`config.mk`:
```
export PLATFORM = sky130hd
export DESIGN_NAME = dual_evt_ctr
export DESIGN_NICKNAME = d
export VERILOG_FILES = /design/src/rtl/dpc_pkg.sv /design/src/rtl/dpc_ctx_gate.sv /design/src/rtl/dpc_evt_sel.sv /design/src/rtl/dpc_counter.sv /design/src/rtl/dual_evt_ctr.sv
export SDC_FILE = /design/constraint.sdc
export NUM_CORES = 1
export LEC_CHECK = 0
export CAP_MARGIN = 20
export CORE_MARGIN = 2
export CORE_UTILIZATION = 46
export CTS_BUF_LIST = sky130_fd_sc_hd__clkbuf_8
export DETAILED_ROUTE_END_ITERATION = 16
export GPL_TIMING_DRIVEN = 0
export PLACE_DENSITY_LB_ADDON = 0.05
export SYNTH_ARGS = -nofsm -noshare
export SYNTH_HDL_FRONTEND = slang
export SYNTH_SLANG_ARGS = --single-unit
```
`constraint.sdc`:
```
create_clock -name clk -period 2.4 [get_ports clk]
set_clock_uncertainty 0.1 [all_clocks]
set_input_delay 0.48 -clock clk [delete_from_list [all_inputs] [get_ports clk]]
set_output_delay 0.48 -clock clk [all_outputs]
set_load 0.005 [all_outputs]
```
`src/rtl/dpc_pkg.sv`:
```
package dpc_pkg;
  typedef enum logic [1:0] {
    PRIV_USER = 2'd0,
    PRIV_SUP  = 2'd1,
    PRIV_HYP  = 2'd2,
    PRIV_NONE = 2'd3
  } priv_e;

  typedef enum logic [1:0] {
    ADDR_CTRL = 2'd0,
    ADDR_CNT  = 2'd1,
    ADDR_STAT = 2'd2,
    ADDR_RSVD = 2'd3
  } addr_e;

  localparam int CTL_IRQ_BIT = 0;
  localparam int CTL_USR_BIT = 1;
  localparam int CTL_SUP_BIT = 2;
  localparam int CTL_HYP_BIT = 3;

  // true when the enable for the present context is set
  function automatic logic ctx_allows(input logic [1:0] priv,
                                      input logic usr_en,
                                      input logic sup_en,
                                      input logic hyp_en);
    logic ok;
    case (priv)
      PRIV_USER: ok = usr_en;
      PRIV_SUP:  ok = sup_en;
      PRIV_HYP:  ok = hyp_en;
      default:   ok = 1'b0;
    endcase
    return ok;
  endfunction
endpackage

```
`src/rtl/dpc_ctx_gate.sv`:
```
module dpc_ctx_gate
  import dpc_pkg::*;
(
  input  logic [1:0] priv,
  input  logic       usr_en,
  input  logic       sup_en,
  input  logic       hyp_en,
  output logic       ctx_ok
);
  always_comb ctx_ok = ctx_allows(priv, usr_en, sup_en, hyp_en);
endmodule

```
`src/rtl/dpc_evt_sel.sv`:
```
module dpc_evt_sel #(
  parameter int SEL_W     = 6,
  parameter int PARK_CODE = 28,
  localparam int NEVT     = 1 << SEL_W
) (
  input  logic [SEL_W-1:0] code,
  input  logic [NEVT-1:0]  evt_in,
  output logic             hit
);
  localparam logic [SEL_W-1:0] PARK = SEL_W'(PARK_CODE);

  always_comb begin
    if (code == '0)
      hit = 1'b1;            // cycle count
    else if (code == PARK)
      hit = 1'b0;            // parked counter stays idle
    else
      hit = evt_in[code];
  end
endmodule

```
`src/rtl/dpc_counter.sv`:
```
module dpc_counter #(
  parameter int CNT_W = 32
) (
  input  logic             clk,
  input  logic             rst_n,
  input  logic             step_en,
  input  logic             load_en,
  input  logic [CNT_W-1:0] load_val,
  input  logic             flag_clr,
  output logic [CNT_W-1:0] cnt_q,
  output logic             wrap,
  output logic             flag_q
);
  function automatic logic [CNT_W-1:0] bump(input logic [CNT_W-1:0] v);
    return v + CNT_W'(1);
  endfunction

  function automatic logic at_top(input logic [CNT_W-1:0] v);
    return &v;
  endfunction

  assign wrap = step_en && !load_en && at_top(cnt_q);

  always_ff @(posedge clk) begin
    if (!rst_n) begin
      cnt_q  <= '0;
      flag_q <= 1'b0;
    end else begin
      if (load_en)      cnt_q <= load_val;
      else if (step_en) cnt_q <= bump(cnt_q);
      if (wrap)          flag_q <= 1'b1;
      else if (flag_clr) flag_q <= 1'b0;
    end
  end
endmodule

```
`src/rtl/dual_evt_ctr.sv`:
```
module dual_evt_ctr
  import dpc_pkg::*;
#(
  parameter int CNT_W      = 32,
  parameter int SEL_W      = 6,
  parameter int UP_SEL_LSB = 11,
  parameter int LO_SEL_LSB = 4,
  parameter int UP_PARK    = 28,
  parameter int LO_PARK    = 20,
  localparam int REG_W     = 2 * CNT_W,
  localparam int NEVT      = 1 << SEL_W
) (
  input  logic             clk,
  input  logic             rst_n,
  input  logic             reg_wr,
  input  logic [1:0]       reg_addr,
  input  logic [1:0]       reg_wstrb,
  input  logic [REG_W-1:0] reg_wdata,
  output logic [REG_W-1:0] reg_rdata,
  input  logic [NEVT-1:0]  evt_in,
  input  logic [1:0]       priv,
  output logic             irq
);
  logic [REG_W-1:0]          ctrl_q;
  logic [1:0][CNT_W-1:0]     cnt_q;
  logic [1:0]                cnt_step;
  logic [1:0]                cnt_load;
  logic [1:0]                cnt_wrap;
  logic [1:0]                ovf_flag;
  logic [1:0]                flag_clr;
  logic [1:0]                evt_hit;
  logic                      ctx_ok;

  wire wr_ctrl = reg_wr && (reg_addr == ADDR_CTRL);
  wire wr_cnt  = reg_wr && (reg_addr == ADDR_CNT);
  wire wr_stat = reg_wr && (reg_addr == ADDR_STAT);

  always_ff @(posedge clk) begin
    if (!rst_n)       ctrl_q <= '0;
    else if (wr_ctrl) ctrl_q <= reg_wdata;
  end

  dpc_ctx_gate u_gate (
    .priv   (priv),
    .usr_en (ctrl_q[CTL_USR_BIT]),
    .sup_en (ctrl_q[CTL_SUP_BIT]),
    .hyp_en (ctrl_q[CTL_HYP_BIT]),
    .ctx_ok (ctx_ok)
  );

  for (genvar i = 0; i < 2; i++) begin : g_ctr
    localparam int DAT_LSB = (i == 0) ? CNT_W : 0;
    localparam int SEL_LSB = (i == 0) ? UP_SEL_LSB : LO_SEL_LSB;
    localparam int PARK    = (i == 0) ? UP_PARK : LO_PARK;
    localparam int STRB    = 1 - i;

    dpc_evt_sel #(.SEL_W(SEL_W), .PARK_CODE(PARK)) u_sel (
      .code   (ctrl_q[SEL_LSB +: SEL_W]),
      .evt_in (evt_in),
      .hit    (evt_hit[i])
    );

    assign cnt_step[i] = ctx_ok && evt_hit[i];
    assign cnt_load[i] = wr_cnt && reg_wstrb[STRB];
    assign flag_clr[i] = wr_stat && reg_wdata[i];

    dpc_counter #(.CNT_W(CNT_W)) u_cnt (
      .clk      (clk),
      .rst_n    (rst_n),
      .step_en  (cnt_step[i]),
      .load_en  (cnt_load[i]),
      .load_val (reg_wdata[DAT_LSB +: CNT_W]),
      .flag_clr (flag_clr[i]),
      .cnt_q    (cnt_q[i]),
      .wrap     (cnt_wrap[i]),
      .flag_q   (ovf_flag[i])
    );
  end

  always_comb begin
    case (reg_addr)
      ADDR_CTRL: reg_rdata = ctrl_q;
      ADDR_CNT:  reg_rdata = {cnt_q[0], cnt_q[1]};
      ADDR_STAT: reg_rdata = {{(REG_W-2){1'b0}}, ovf_flag};
      default:   reg_rdata = '0;
    endcase
  end

  assign irq = ctrl_q[CTL_IRQ_BIT] && (|ovf_flag);
endmodule

```
# == After elaboration in Yosys (flattened, before gate mapping) ==
# Cells that the tools add are included.
# word_totals
latch_bits,0
word_cells,60
ram_bits,0
output_inout_bits,65
mem_count,0
regBits,130
input_bits,137
romBits,0
# classes
mux,18
n_reduce_logical,27
add_sub_neg,2
eq_ne,6
div,0
mul,0
n_shift,0
bitwise_logic,0
order_cmp,2
# ops
cell,n
one-hot mux 64 bit (3 select lines),1
two-way mux 32 bit,4
"adder 32 x 1 -> 32 bit, second input constant",2
AND reduction 32 bit,2
logical AND 1 bit,14
"less-than comparator 6 x 7 -> 1 bit, second input constant",2
binary-select mux 1 bit (select 6 bit),2
"== test 6 x 5 -> 1 bit, second input constant",2
zero test 6 bit,2
two-way mux 1 bit,10
nonzero test 2 bit,4
"== test 2 x 1 -> 1 bit, second input constant",2
"== test 2 bit, second input constant",2
zero test 2 bit,2
one-hot mux 1 bit (3 select lines),1
zero test 1 bit,2
OR reduction 2 bit,1

# == Depth between registers and ports, before layout ==
# Gate-level depths: netlist (run 1).
# logic_depth
word_depth,8
ltp_mapped,12

# == Cells and area by module ==
# From an unflattened synthesis (run 1), not the netlist that was laid out.
# unflattened
cells_unflattened,1076
hier_area_um2,9082.5
# modules_own_cells
module,seq_area_each_um2,instances,cells_each,area_per_inst_um2
dpc_counter,660.6,2,275,2125.8
dual_evt_ctr,1281.2,1,430,3666.0
dpc_evt_sel (g_ctr[0].u_sel),0.0,1,49,588.1
dpc_evt_sel (g_ctr[1].u_sel),0.0,1,44,554.3
dpc_ctx_gate,0.0,1,3,22.5

# == Worst setup path after synthesis (run 1) ==
# No wires, ideal clock.
# synth_path
path_type,reg-to-reg
start,register ctrl_q[12]
end,register g_ctr[0].u_cnt.cnt_q[16]
period_less_slack_ns,2.605
n_path_buf,3
required_ns,2.162
path_slack_ns,-0.205
path_stages_with_launch,11
arrival_ns,2.367
setup_ns,0.138
cell_sequence,dfxtp_1 > buf_4 > buf_8 > mux4_2 > a2111oi_2 > nor4_2 > a31oi_2 > buf_4 > nor3_1 > mux2i_1 > o221ai_1
# synth_between
elab_chain_cells,6
elab_cells_between_ends,8
# synth_lines
item,line_no,text
"start, declared",dual_evt_ctr.sv:24,logic [REG_W-1:0] ctrl_q;
"start signal, assigned",dual_evt_ctr.sv:40,else if (wr_ctrl) ctrl_q <= reg_wdata;
binary-select mux 1 bit (select 6 bit),dpc_evt_sel.sv:18,hit = evt_in[code];
two-way mux 1 bit (implied by the code),dpc_evt_sel.sv:18,
two-way mux 1 bit,dpc_evt_sel.sv:15,else if (code == PARK)
two-way mux 1 bit *,dpc_evt_sel.sv:13,if (code == '0)
logical AND 1 bit *,dual_evt_ctr.sv:63,assign cnt_step[i] = ctx_ok && evt_hit[i];
nonzero test 2 bit (no source line) *,n/a,
"end signal, assigned",dpc_counter.sv:29,if (load_en) cnt_q <= load_val;
"end signal, assigned",dpc_counter.sv:30,else if (step_en) cnt_q <= bump(cnt_q);
"end, declared",dpc_counter.sv:10,"output logic [CNT_W-1:0] cnt_q,"
# Every way passes the cells marked *; elsewhere a longest branch is shown, timed or not. The select of a mux whose other input is x is not followed.
# A chain may end at the register's enable or synchronous reset.

# == Worst setup path in the final report (run 1) ==
# layout_path
start,register ctrl_q[12]
end,register g_ctr[0].u_cnt.cnt_q[15]
# Same word-level chain as after synthesis.

==> reports/qor.yml, run 1 <==
final_util: 0.7128
end_kind: "register"
layout_commonest_cell: "clkdlybuf4s50_1"
post_synth.cell_area_avg_sq_um: 8.076
worst_pin_slew_ps: 739.6
antennaDiodeCount: 0
synth_largest_area_cell: "dfxtp_1"
synth_area_sq_mm: 0.007923
synth_cell_types: 63
reg2reg_from: "ctrl_q[12]"
worst_slack_ps: -397.1
crit_fanout: 6
timing.fmax_ghz: 0.3575
cts_made_buffers: 17
r2r_cells: 11
violations: "setup timing"
r2r_end: "g_ctr[0].u_cnt.cnt_q[15]"
crit_path_start_kind: "register"
drc: 0
relSlewSlack: 0.5070
hold_start: "ctrl_q[39]"
grt_pass1_vias: 8115
cts_sinks: 130
grt_max_degree: 17
gp_congestion: 0.9012
die_area_sq_mm: 0.01829
ant_nets: 0
path_class: "reg2reg"
holdPathStages: 2
mostFrequentLayoutCells: "clkdlybuf4s50_1 (190), nand2_1 (163), dfxtp_1 (119)"
grt_use_total: 0.3182
postLayoutCellArea_sq_mm: 0.01191
finalCritPeriodShare: 1.165
required_ps: 2680
synthArstFlopShare: 0
min_path_type: "reg2reg"
htreeDepth: 4
start_util: 0.4744
hold_path_end: "ctrl_q[39]"
drt-initial-drc-count: 749
ys_warn_count: 0
die_w_um: 135.2
synth_edf_count: 0
dp_hpwl_um: 20220
syn2layout_area_growth_pct: 50.27
seq_area_frac_synth: 0.3285
setup_viol: 67
place_area_sq_mm: 0.01024
period_needed_ps: 2797
synth_ff_type: "dfxtp_1"
rows: 47
syn_inst: 981
final_nets: 1382
p_total_mw: 5.254
cts_tree: "built"
cp.arrival_ps: 3080
place_ws_ps: -1274
yosys.area.top_type_share: 0.3285
dr_total_vias: 8620
status: "finished, violations left"
core-area_sq_mm: 0.01670
synth_nets: 1120
clk_latency_ps: 470
avgViaCountPerCell: 5.840
powerDensity_mw_per_mm2: 441.3
reg2reg_slack_ps: -400
rsz0062_at_grt: "true"
peakVddDrop_v: 0.0003840
cts_max_path_buffers: 2
portBuffers: 199
clk_pin_slew_ps: 80
drive_above_1_share: 0.1927
die_h_um: 135.2
routedWlPerCell_um: 20.27
totalWireLength_um: 29920
hold_violations: 0
clock_tree.root_cell: "clkbuf_8"
drtPass1Iterations: 5
grt_pass1_wl_um: 44630
yosys-top-cells-area: "dfxtp_1 (33%), mux2i_1 (11%), nand2_1 (7.9%)"
leakage_nw: 4.330
ys_ff_latch: 130
slew_viol_final: 0
io_pins: 202
overflow: 0
fin_setup_tns_ps: -15730
drv_cap: 0
antenna_found_initial: 1
## cells in the mapped netlist, drive strengths merged, types with 2 or more instances
cell type	count
xor2	13
mux2	5
nand4	13
and2	4
and3	7
buf	25
or3	15
a2111oi	2
nand3	25
nor2b	7
a311oi	4
or2	2
nor4b	2
inv	13
a22oi	2
or3b	2
o22ai	4
dfxtp	130
nor3	14
nand2	168
a21oi	111
mux2i	87
nor3b	6
ha	2
o21ai	77
xnor2	33
nor2	80
nand4b	3
clkbuf	57
nor4	12
mux4	25
a31oi	14
## power breakdown
part / switching [mW] / internal, mW
logic: 0.466 / 0.538
clock network: 0.938 / 1.00
registers: 0.0784 / 2.23
## final cells by class
cell class	instances	area (sq um)
Clock inverter	12	131.4
Clock buffer	20	275.3
Multi-Input combinational cell	755	5380
Sequential cell	130	2626
Tap cell	220	275.3
Fill cell	1376	4796
Buffer	75	620.6
Timing Repair Buffer	250	2544
Inverter	14	52.55
## registers in the layout, summed over array words and instances (netlist names)
signal and cells:
ctrl_q 64, g_ctr.u_cnt.cnt_q 64, g_ctr.u_cnt.flag_q 2
## kinds of logic after synthesis
family	count (synthesis)	synth area share
buf+inv	96	0.05496
simple gates	364	0.2153
mux	117	0.1890
fa+ha+maj	2	0.003158
flops	130	0.3285
xor+xnor	46	0.05085
compound gates	226	0.1582
## routing by layer
layer  wire length (um)  GRT usage  vias up
met5                 13          0        -
met4                952     0.1192        2
met3               2794    0.06547       73
met2              14020     0.5166      441
met1              12140     0.4189     4110
li1                   -          -     3994
## stage by stage
| stage | cells | hold WS, ps |
|---|---|---|
| floorplan | 981 | 335.7 |
| global placement | 1400 | 340.5 |
| detailed placement | 1400 | 345.6 |
| CTS | 1464 | 356.0 |
| global route | 1476 | 369.7 |
| finish | 1476 | 355.5 |
## worst max-delay path by stage
stage           startpoint                        to  slack (ps)
2_1_floorplan   evt_in[23]  g_ctr[0].u_cnt.cnt_q[16]        -120
3_3_place_gp   reg_addr[0]             reg_rdata[62]       -1270
3_5_place_dp   reg_addr[0]             reg_rdata[62]       -1270
4_1_cts         ctrl_q[12]  g_ctr[0].u_cnt.cnt_q[15]        -320
5_1_grt         ctrl_q[12]  g_ctr[0].u_cnt.cnt_q[15]        -480
6_report        ctrl_q[12]  g_ctr[0].u_cnt.cnt_q[15]        -400
## what timing repair did
| item | CTS | global route |
|---|---|---|
| hold buffers | 0 | 0 |
| pin swaps | 77 | 44 |
| gates resized for setup | 171 | 75 |
| gates cloned | 4 | 0 |
| setup buffers | 31 | 18 |
| setup endpoints to repair | 130 | 113 |
## critical path, stage by stage (launching register included)
cell and delay, ps:
dfxtp_4 400, buf_12 150, buf_6 110, mux4_2 220, nor4b_2 50, or3b_4 380
nor4_4 280, a31oi_4 60, buf_12 170, buf_8 130, or3_4 380, a311oi_2 270
Note: power is estimated with default switching activity, not from simulation.
==> run 2, diff against run 1 <==
Settings changed: GPL_TIMING_DRIVEN 0 to 1.
==> run 2 against run 1 <==
The run still ends with setup timing left. Global-route usage fell by 3.9 points. Power grew 0.52%. Clock-buffer cell count fell by 2. Combinational power is essentially flat. Cell area fell by 1.2%. Worst setup slack gained 67 ps. Sequential power barely moved. Clock power is 4% higher.
==> reports/qor.yml, run 2 (same netlist as run 1, synthesis figures left out) <==
grt_max_degree: 65
postLayoutCellArea_sq_mm: 0.01176
final_util: 0.7042
slew_viol_final: 0
reg2reg_from: "ctrl_q[12]"
internal_power_mw: 3.835
path_class: "reg2reg"
die_area_sq_mm: 0.01829
clk_latency_ps: 460
r2r_cells: 11
drc: 0
routedWlPerCell_um: 17.83
cp.arrival_ps: 3020
grt_pass1_wl_um: 40410
place_area_sq_mm: 0.01063
drtPass1Iterations: 6
drv_cap: 0
cts_sinks: 130
final_nets: 1360
clockPowerShare: 0.383
clk_pin_slew_ps: 80
mostFrequentLayoutCells: "clkdlybuf4s50_1 (196), nand2_1 (163), dfxtp_1 (121)"
fin_cells: 1454
peakVddDrop_v: 0.0004287
syn2layout_area_growth_pct: 48.45
cts_max_path_buffers: 2
cts_tree: "built"
antenna_found_initial: 0
rsz0062_at_grt: "true"
grt_pass1_vias: 7801
htreeDepth: 4
ant_nets: 0
leakage_nw: 4.220
die_w_um: 135.2
drt-initial-drc-count: 522
wl_met3_um: 1991
portBuffers: 201
rows: 47
timing.fmax_ghz: 0.3662
io_pins: 202
clock_tree.root_cell: "clkbuf_8"
hold_violations: 0
grt_use_total: 0.2790
crit_start: "ctrl_q[12]"
relSlewSlack: 0.5869
antennaDiodeCount: 0
required_ps: 2690
largestRegisters: "ctrl_q (64), g_ctr.u_cnt.cnt_q (64), g_ctr.u_cnt.flag_q (2)"
dr_wl_met2_um: 12150
crit_path_start_kind: "register"
p_comb_frac: 0.183
worst_pin_slew_ps: 619.6
gp_congestion: 0.8691
drive_above_1_share: 0.1921
hold_start: "ctrl_q[59]"
dp.cells: 1399
crit_fanout: 5
avgViaCountPerCell: 5.593
dr_total_vias: 8132
crit_path_end: "g_ctr[0].u_cnt.cnt_q[18]"
dp_hpwl_um: 17670
p_seq_frac: 0.435
p_switching_mw: 1.446
finalCritPeriodShare: 1.138
setup_viol: 66
period_needed_ps: 2730
start_util: 0.4744
totalWireLength_um: 25920
layout_commonest_cell: "clkdlybuf4s50_1"
cts_made_buffers: 17
violations: "setup timing"
r2r_end: "g_ctr[0].u_cnt.cnt_q[18]"
worst_slack_ps: -330.5
top_layer_used: "met4"
n_fill_cell: 1379
overflow: 0
end_kind: "register"
powerDensity_mw_per_mm2: 449.0
core-area_sq_mm: 0.01670
min_path_type: "reg2reg"
reg2reg_slack_ps: -330
status: "finished, violations left"
die_h_um: 135.2
p_sw_frac: 0.2738
met1_length_um: 11200
-- run 2: changes by cell type in the layout (fill, tap and decap cells not counted), moves of 6 or more --
cell	delta
clkbuf_1	-38
buf_12	+8
clkdlybuf4s50_1	+6
nor3_1	+8
o21ai_0	+6
nor4_2	+6
buf_4	+30
buf_8	-7
nor4_4	-6
-- run 2: critical path: stages (launching register included) --
cell and delay [ps]:
dfxtp_4 380, buf_6 130, buf_6 90, mux4_2 510, a2111oi_4 420, nor4_4 100
a31oi_4 260, buf_12 170, clkbuf_16 150, nor4_2 50, xnor2_1 140, a21oi_1 150
-- run 2: cell type report --
| type | instances | area, sq um | share of cell area |
|---|---|---|---|
| Multi-Input combinational cell | 756 | 5265 | 0.4477 |
| Clock inverter | 14 | 177.7 | 0.01511 |
| Clock buffer | 18 | 247.7 | 0.02106 |
| Inverter | 14 | 52.55 | 0.004468 |
| Tap cell | 220 | 275.3 | 0.02340 |
| Sequential cell | 130 | 2626 | 0.2233 |
| Timing Repair Buffer | 302 | 3117 | 0.2650 |
-- run 2: worst min-delay path by stage --
| stage | depth (start not counted) | endpoint |
|---|---|---|
| after floorplan | 2 | ctrl_q[10] |
| after global placement | 2 | ctrl_q[27] |
| after detailed placement | 2 | ctrl_q[33] |
| after CTS | 3 | g_ctr[0].u_cnt.cnt_q[19] |
| after global routing | 3 | g_ctr[0].u_cnt.cnt_q[31] |
| final | 2 | ctrl_q[59] |
-- run 2: per-layer routing --
metal	global-route usage	up-vias
met4	0.09259	0
met1	0.3674	3848
met3	0.05874	39
li1	-	3949
met2	0.4580	296
met5	0	-
-- run 2: through the flow --
| step | total power, mW | worst slack, ps | hold slack (ps) | TNS [ps] |
|---|---|---|---|---|
| after floorplan | 2.757 | -119.2 | 335.7 | -2943 |
| after global placement | 3.235 | -711.3 | 340.5 | -38950 |
| after detailed placement | 3.244 | -712.8 | 345.6 | -39550 |
| after CTS | 5.289 | -296.5 | 335.6 | -12030 |
| after global routing | 5.482 | -432.4 | 374.4 | -19880 |
| final | 5.281 | -330.5 | 353.3 | -13210 |
-- run 2: power by group through the flow --
stage | sequential, mW | clock [mW] | combinational [mW]
after floorplan | 2.33 | 0 | 0.430
after global placement | 2.35 | 0 | 0.889
after detailed placement | 2.35 | 0 | 0.896
after CTS | 2.29 | 2.05 | 0.947
after global routing | 2.30 | 2.14 | 1.03
final | 2.29 | 2.02 | 0.965
-- run 2: repair_timing --
| action | 4_1_cts | 5_1_grt |
|---|---|---|
| pin swaps | 56 | 31 |
| buffers inserted | 14 | 5 |
| endpoints found under the setup margin | 74 | 72 |
| hold endpoints to repair | 0 | 0 |
| resized for setup | 77 | 26 |
| hold buffers | 0 | 0 |
| cloned | 4 | 1 |
==> run 3, diff against run 2 <==
Settings changed: CAP_MARGIN 20 to unset.
==> results of run 3 <==
The final DEF is identical to that of run 2; final timing and power are the same.
